--- src/rtl/irq_pkg.sv ---
package irq_pkg;
  localparam int NUM_SRC   = 3;
  localparam int PIPE_W    = 3;
  localparam int SRC_SENT  = 0;
  localparam int SRC_RECV  = 1;
  localparam int SRC_RETRY = 2;
  localparam logic ADDR_STATUS = 1'b0;
  localparam logic ADDR_MASK   = 1'b1;
endpackage

--- src/rtl/irq_sticky_bit.sv ---
module irq_sticky_bit (
  input  logic clk_i,
  input  logic rst_ni,
  input  logic set_i,
  input  logic clr_i,
  output logic d_o,
  output logic q_o
);
  // set has priority over clear
  assign d_o = set_i | (q_o & ~clr_i);

  always_ff @(posedge clk_i or negedge rst_ni) begin
    if (!rst_ni) q_o <= 1'b0;
    else         q_o <= d_o;
  end
endmodule

--- src/rtl/irq_mask_reg.sv ---
module irq_mask_reg #(
  parameter int W = 3
) (
  input  logic         clk_i,
  input  logic         rst_ni,
  input  logic         wr_i,
  input  logic [W-1:0] data_i,
  output logic [W-1:0] d_o,
  output logic [W-1:0] q_o
);
  assign d_o = wr_i ? data_i : q_o;

  always_ff @(posedge clk_i or negedge rst_ni) begin
    if (!rst_ni) q_o <= '0;
    else         q_o <= d_o;
  end
endmodule

--- src/rtl/irq_pipe_track.sv ---
module irq_pipe_track #(
  parameter int W = 3
) (
  input  logic         clk_i,
  input  logic         rst_ni,
  input  logic         recv_evt_i,
  input  logic [W-1:0] recv_pipe_i,
  input  logic         pend_d_i,
  input  logic         edge_i,
  output logic [W-1:0] pipe_o
);
  logic [W-1:0] held_q, pipe_d, latest;

  assign latest = recv_evt_i ? recv_pipe_i : held_q;

  always_comb begin
    pipe_d = pipe_o;
    if (!pend_d_i)   pipe_d = '1;
    else if (edge_i) pipe_d = latest;
  end

  always_ff @(posedge clk_i or negedge rst_ni) begin
    if (!rst_ni) begin
      held_q <= '1;
      pipe_o <= '1;
    end else begin
      held_q <= latest;
      pipe_o <= pipe_d;
    end
  end
endmodule

--- src/rtl/irq_status_unit.sv ---
module irq_status_unit
  import irq_pkg::*;
#(
  parameter int DATA_W = 8
) (
  input  logic              clk_i,
  input  logic              rst_ni,
  input  logic              sent_evt_i,
  input  logic              recv_evt_i,
  input  logic              retry_evt_i,
  input  logic [PIPE_W-1:0] recv_pipe_i,
  input  logic              addr_i,
  input  logic              wr_en_i,
  input  logic [NUM_SRC-1:0] wr_data_i,
  output logic [DATA_W-1:0] rd_data_o,
  output logic              irq_n_o
);
  localparam int FIELD_W = NUM_SRC + PIPE_W;

  logic [NUM_SRC-1:0] evt, clr, stat_d, stat_q, mask_d, mask_q;
  logic [PIPE_W-1:0]  pipe_q;
  logic wr_stat, wr_mask, act_q, act_d, assert_edge;

  assign evt     = {retry_evt_i, recv_evt_i, sent_evt_i};
  assign wr_stat = wr_en_i && (addr_i == ADDR_STATUS);
  assign wr_mask = wr_en_i && (addr_i == ADDR_MASK);

  for (genvar g = 0; g < NUM_SRC; g++) begin : g_src
    assign clr[g] = wr_stat & wr_data_i[g];
    irq_sticky_bit u_bit (
      .clk_i  (clk_i),
      .rst_ni (rst_ni),
      .set_i  (evt[g]),
      .clr_i  (clr[g]),
      .d_o    (stat_d[g]),
      .q_o    (stat_q[g])
    );
  end

  irq_mask_reg #(.W(NUM_SRC)) u_mask (
    .clk_i  (clk_i),
    .rst_ni (rst_ni),
    .wr_i   (wr_mask),
    .data_i (wr_data_i),
    .d_o    (mask_d),
    .q_o    (mask_q)
  );

  assign act_q       = |(stat_q & ~mask_q);
  assign act_d       = |(stat_d & ~mask_d);
  assign assert_edge = act_d & ~act_q;
  assign irq_n_o     = ~act_q;

  irq_pipe_track #(.W(PIPE_W)) u_pipe (
    .clk_i       (clk_i),
    .rst_ni      (rst_ni),
    .recv_evt_i  (recv_evt_i),
    .recv_pipe_i (recv_pipe_i),
    .pend_d_i    (stat_d[SRC_RECV]),
    .edge_i      (assert_edge),
    .pipe_o      (pipe_q)
  );

  always_comb begin
    rd_data_o = '0;
    if (addr_i == ADDR_MASK) begin
      rd_data_o[NUM_SRC-1:0] = mask_q;
    end else begin
      rd_data_o[NUM_SRC-1:0]       = stat_q;
      rd_data_o[FIELD_W-1:NUM_SRC] = pipe_q;
    end
  end
endmodule

--- config.mk ---
export PLATFORM = sky130hd
export DESIGN_NAME = irq_status_unit
export DESIGN_NICKNAME = d
export VERILOG_FILES = /design/src/rtl/irq_pkg.sv /design/src/rtl/irq_sticky_bit.sv /design/src/rtl/irq_mask_reg.sv /design/src/rtl/irq_pipe_track.sv /design/src/rtl/irq_status_unit.sv
export SDC_FILE = /design/constraint.sdc
export NUM_CORES = 1
export LEC_CHECK = 0
export ABC_AREA = 1
export BUFFER_PORTS_ARGS = -buffer_cell sky130_fd_sc_hd__buf_2
export CAP_MARGIN = 20
export CELL_PAD_IN_SITES_DETAIL_PLACEMENT = 2
export CELL_PAD_IN_SITES_GLOBAL_PLACEMENT = 2
export CORE_UTILIZATION = 28
export CTS_BUF_LIST = sky130_fd_sc_hd__clkbuf_8
export DETAILED_ROUTE_END_ITERATION = 6
export GPL_ROUTABILITY_DRIVEN = 0
export HOLD_SLACK_MARGIN = 0.05
export PLACE_DENSITY = 0.85
export SLEW_MARGIN = 10
export SYNTH_ARGS = -nofsm -noshare
export SYNTH_HDL_FRONTEND = slang
export SYNTH_SLANG_ARGS = --single-unit
--- constraint.sdc ---
create_clock -name clk_i -period 1.3 [get_ports clk_i]
set_input_delay 0.065 -clock clk_i [delete_from_list [all_inputs] [get_ports clk_i]]
set_output_delay 0.065 -clock clk_i [all_outputs]
set_load 0.01 [all_outputs]
# ---- After elaboration in Yosys (flattened, before gate mapping)
# Index checks and enable logic that the tools add are counted.
dict set report totals {
  rom_bits 0
  input_bits 13
  regBits 12
  n_memories 0
  elab_cells 36
  latch_bits 0
  out_inout_bits 9
  ram_bits 0
}
dict set report classes {
  div_mod_pow 0
  add_sub_neg 0
  order_cmp 0
  n_eq_ne 1
  mul 0
  n_mux 6
  bitwise_logic 19
  n_reduce_logical 4
  n_shift 0
}
# operator count
set ops {}
lappend ops {{3-bit two-way mux} 6}
lappend ops {{1-bit bitwise AND} 7}
lappend ops {{3-bit bitwise AND} 2}
lappend ops {{3-bit inverter} 2}
lappend ops {{3-bit OR reduction} 2}
lappend ops {{1-bit inverter} 5}
lappend ops {{1-bit OR} 3}
lappend ops {{1-bit logical AND} 2}
lappend ops {{2-bit != test, second input constant} 1}

# ---- Longest topological paths before layout
dict set report logic_depth {
  ltp_word 11
  depth_mapped 10
  ltp_nobuf 9
}

# ---- Hierarchy
# Synthesis repeated with hierarchy kept, for this count alone.
dict set report hier_totals {
  hier_cells 103
  area_unflattened_um2 676.9
}
# module area_each_um2 seq_area_each_um2 n_inst cells_per_inst
set modules_own_cells {}
lappend modules_own_cells {irq_pipe_track 274.0 157.7 1 33}
lappend modules_own_cells {irq_status_unit 170.2 0.0 1 42}
lappend modules_own_cells {irq_sticky_bit 40.0 25.0 3 5}
lappend modules_own_cells {irq_mask_reg 112.6 75.1 1 13}

# ---- Least setup slack after synthesis
# OpenSTA, ideal clock, no wires.
dict set report synth_timing {
  kind {register to register}
  startpoint {reg u_mask.q_o[0]}
  endpoint {reg u_pipe.pipe_o[0]}
  stages_incl_launch_ff 9
  n_path_buf 0
  t_required_ns 1.216
  setup_time_ns 0.084
  synth_period_minus_slack_ns 0.988
  slack_ns 0.312
  arrival_time_ns 0.904
  path_cell_list {dfrtp_1 inv_1 nand2_1 o21ai_2 nand2_2 nand3_4 nand2_4 nand2_1 nand3_1}
}
dict set report synth_via {
  elab_chain_cells 6
  word_cells_on_any_way 10
  cone_classes {eq/ne: 1; mux: 1; bitwise: 6; reduce/logical: 2}
}
# element line_no
set synth_lines {}
lappend synth_lines {{from (decl)} irq_mask_reg.sv:9} ;# output logic [W-1:0] q_o
lappend synth_lines {{from (signal assigned)} irq_mask_reg.sv:15} ;# else q_o <= d_o;
lappend synth_lines {{3-bit two-way mux or 3-bit inverter (tied branches)} {irq_mask_reg.sv:11, irq_status_unit.sv:49}}
lappend synth_lines {{3-bit inverter or 3-bit bitwise AND (tied branches)} {irq_status_unit.sv:50, irq_status_unit.sv:49}}
lappend synth_lines {{3-bit bitwise AND or 3-bit OR reduction (tied branches)} {irq_status_unit.sv:50, irq_status_unit.sv:49}}
lappend synth_lines {{3-bit OR reduction or 1-bit inverter (tied branches)} {irq_status_unit.sv:50, irq_status_unit.sv:51}}
lappend synth_lines {{1-bit bitwise AND *} irq_status_unit.sv:51} ;# assign assert_edge = act_d & ~act_q;
lappend synth_lines {{2-bit != test (no source line) *} -}
lappend synth_lines {{to (signal assigned)} irq_pipe_track.sv:28} ;# pipe_o <= pipe_d;
lappend synth_lines {{to (decl)} irq_pipe_track.sv:10} ;# output logic [W-1:0] pipe_o
# Mark *: on every way between the ends. The rest lies on a longest branch, timed or not.
# A chain may end at the register's enable or synchronous reset.

# ---- Final worst setup path
dict set report layout_timing {
  startpoint {reg g_src[1].u_bit.q_o}
  endpoint {out irq_n_o}
}
dict set report layout_via {
  elab_chain_cells 3
}
# element line_no
set layout_lines {}
lappend layout_lines {{from (decl)} irq_sticky_bit.sv:7} ;# output logic q_o
lappend layout_lines {{from (signal assigned)} irq_sticky_bit.sv:14} ;# else q_o <= d_o;
lappend layout_lines {{3-bit bitwise AND} irq_status_unit.sv:49} ;# assign act_q = |(stat_q & ~mask_q);
lappend layout_lines {{3-bit OR reduction} irq_status_unit.sv:49}
lappend layout_lines {{1-bit inverter} irq_status_unit.sv:52} ;# assign irq_n_o = ~act_q;
lappend layout_lines {{to (decl)} irq_status_unit.sv:16} ;# output logic irq_n_o
# No other way between the ends.

==> run metrics <==
Pins Over Slew Limit 0; HP Start recv_pipe_i[1]; drt via density 4.52; maximum clock rate 840 MHz; reg2reg setup slack 0.14 ns; DRC Markers 0; max cap viols 0; Vert. Die Dim 50.7 um; global-route wire length before repair 3350 um; antenna violations before repair 0; Worst Clk Skew 0.00183 ns; IO Pins 22; GRT Util Overall 17.9%; most common cell after layout, fill and taps aside nand2_1; Hold Path End u_pipe.held_q[1]; ANT cells 0; root buffer cell clkbuf_8; Post-Route WL 1920 um; Final ANT Viol Nets 0; Fill cells 277; clock share of power 33.1%; Worst R2R Path Depth 6; vias 597; Setup violations, final 0; Sequential Power Share 41.6%; clock-pin slew on the worst setup and hold paths 0.05 ns; Cell variety after synth 17; switching part of the total 29.6%; final number of hold-violating endpoints 0; RSZ-0062 raised after global routing false; crit start category flop; total CTS buffers 3; Worst Setup End Kind output port; reg2reg start g_src[1].u_bit.q_o; vias in the first global route 695; Avg Cell Area, Syn 8.41 um2; WP data required 1.24 ns; combinational share of power 25.3%; Reg-to-Reg End u_pipe.pipe_o[0]; NetSw 359 uW; min Tclk post-route 1.19 ns; final setup TNS 0 ns; total chip power 1210 uW; Crit Path Category reg -> out; Starting Density 29.7%; initial drt markers 5; status finished, final reports clean; share of cells above drive strength 1 40.4%; CTS tree done; part of the cycle the worst path needs 91.6%; worst hold-check path type in -> reg; Port Buffers 19; YS warnings 0; largest net degree at the start of global routing 13; synthesized flop and latch total 12; clock sink total 12; most frequent cells in the layout nand2_1 (22), buf_2 (19), inv_1 (12); Die Area 2570 um2; Pint 854 uW; area delta synth->final 30.1%; hpwl dp 1490 um; cell row count 17; leakage power 0.000471 uW; maximum VDD drop 0.728 mV; Net count, final 118; Die W 50.7 um; H-tree levels 1; pwr dens 1400 nW/um2; clk_lat worst skew 0.24 ns; Seq/Total Area, Yosys 46.3%; CORE AREA 2230 um2; CP max FO 2; Syn Std Cell Area 664 um2; Worst EP arrival 1.13 ns; Syn Inst Count 79; post-cts resize count 0; Max Root-Sink Buffers 2; 1st-pass router iterations 4; total congestion overflow 0; WL/cell 14.6 um; cell count of the worst hold path 3
[Yosys cell counts (all sizes together)]
| library cell | count | share of area, % |
|---|---|---|
| conb | 1 | 0.56 |
| dfstp | 6 | 24 |
| o21ai | 5 | 4.9 |
| o22ai | 1 | 0.94 |
| nor2 | 3 | 1.7 |
| buf | 3 | 4.0 |
| nand3 | 11 | 10 |
| inv | 13 | 7.7 |
| nand2 | 29 | 21 |
| dfrtp | 6 | 23 |
| a21oi | 1 | 2.4 |
[kinds of logic after synthesis]
kind of cell / share of synthesized area, %
AND/OR/NAND/NOR: 33.1
flip-flops: 46.3
buffers and inverters: 11.7
other: 0.564
AO/OA/AOI/OAI: 8.29
[power groups by stage]
stage               Combinational [uW]  Clock, uW  Sequential, uW
floorplan                          198          0             496
global placement                   276          0             505
detailed placement                 297          0             511
CTS                                315        413             507
global route                       348        431             514
finish                             307        402             504
[routing by layer]
layer | vias up | routed length [um] | GRT usage (%)
li1 | 292 | - | -
met1 | 292 | 794 | 20.1
met2 | 13 | 1040 | 34.4
met3 | 0 | 91 | 4.85
met4 | 0 | 0 | 1.39
met5 | - | 0 | 0
[worst max-delay path by stage]
stage                     slack [ns]          endpoint                from
after floorplan                 0.31  u_pipe.pipe_o[0]       u_mask.q_o[0]
after global placement          0.21  u_pipe.pipe_o[0]       u_mask.q_o[0]
after detailed placement        0.13  u_pipe.pipe_o[0]       u_mask.q_o[0]
after CTS                       0.10           irq_n_o  g_src[2].u_bit.q_o
after global routing            0.04  u_pipe.pipe_o[2]       u_mask.q_o[0]
final                           0.11           irq_n_o  g_src[1].u_bit.q_o
[critical path, stage by stage, from the launching register on]
cell and delay (ns):
dfrtp_1 0.38, inv_1 0.09, o22ai_1 0.12, a21oi_4 0.14
buf_2 0.16
[metrics by stage]
step / cells / utilization, % / instance area (um2) / worst slack (ns) / hold slack (ns)
after CTS: 132 / 38.7 / 865 / 0.102 / 0.0597
after global placement: 124 / 34.6 / 772 / 0.206 / -0.0408
after floorplan: 80 / - / 668 / 0.312 / -0.231
after detailed placement: 124 / 34.6 / 772 / 0.134 / -0.0405
after global routing: 132 / 38.7 / 865 / 0.0394 / 0.0643
final: 132 / 38.7 / 865 / 0.110 / 0.0562
[flip-flops by register name (all words and copies together) (netlist names)]
signal and flops:
g_src.u_bit.q_o 3, u_mask.q_o 3, u_pipe.held_q 3, u_pipe.pipe_o 3
[repair_timing]
item | in CTS | in global routing
hold buffers | 3 | 0
setup buffers | 1 | 0
endpoints found under the setup margin | 1 | 0
hold endpoints to repair | 14 | 0
[final cells by class]
cell class	instances	area (um2)	area share, %
multi-input cells	52	283	32.7
repair buffers	23	133	15.3
flip-flops and latches	12	308	35.6
clock buffers	4	55.1	6.37
inverters	13	51.3	5.93
well taps	28	35.0	4.05
Note: power is estimated with default switching activity, not from simulation.
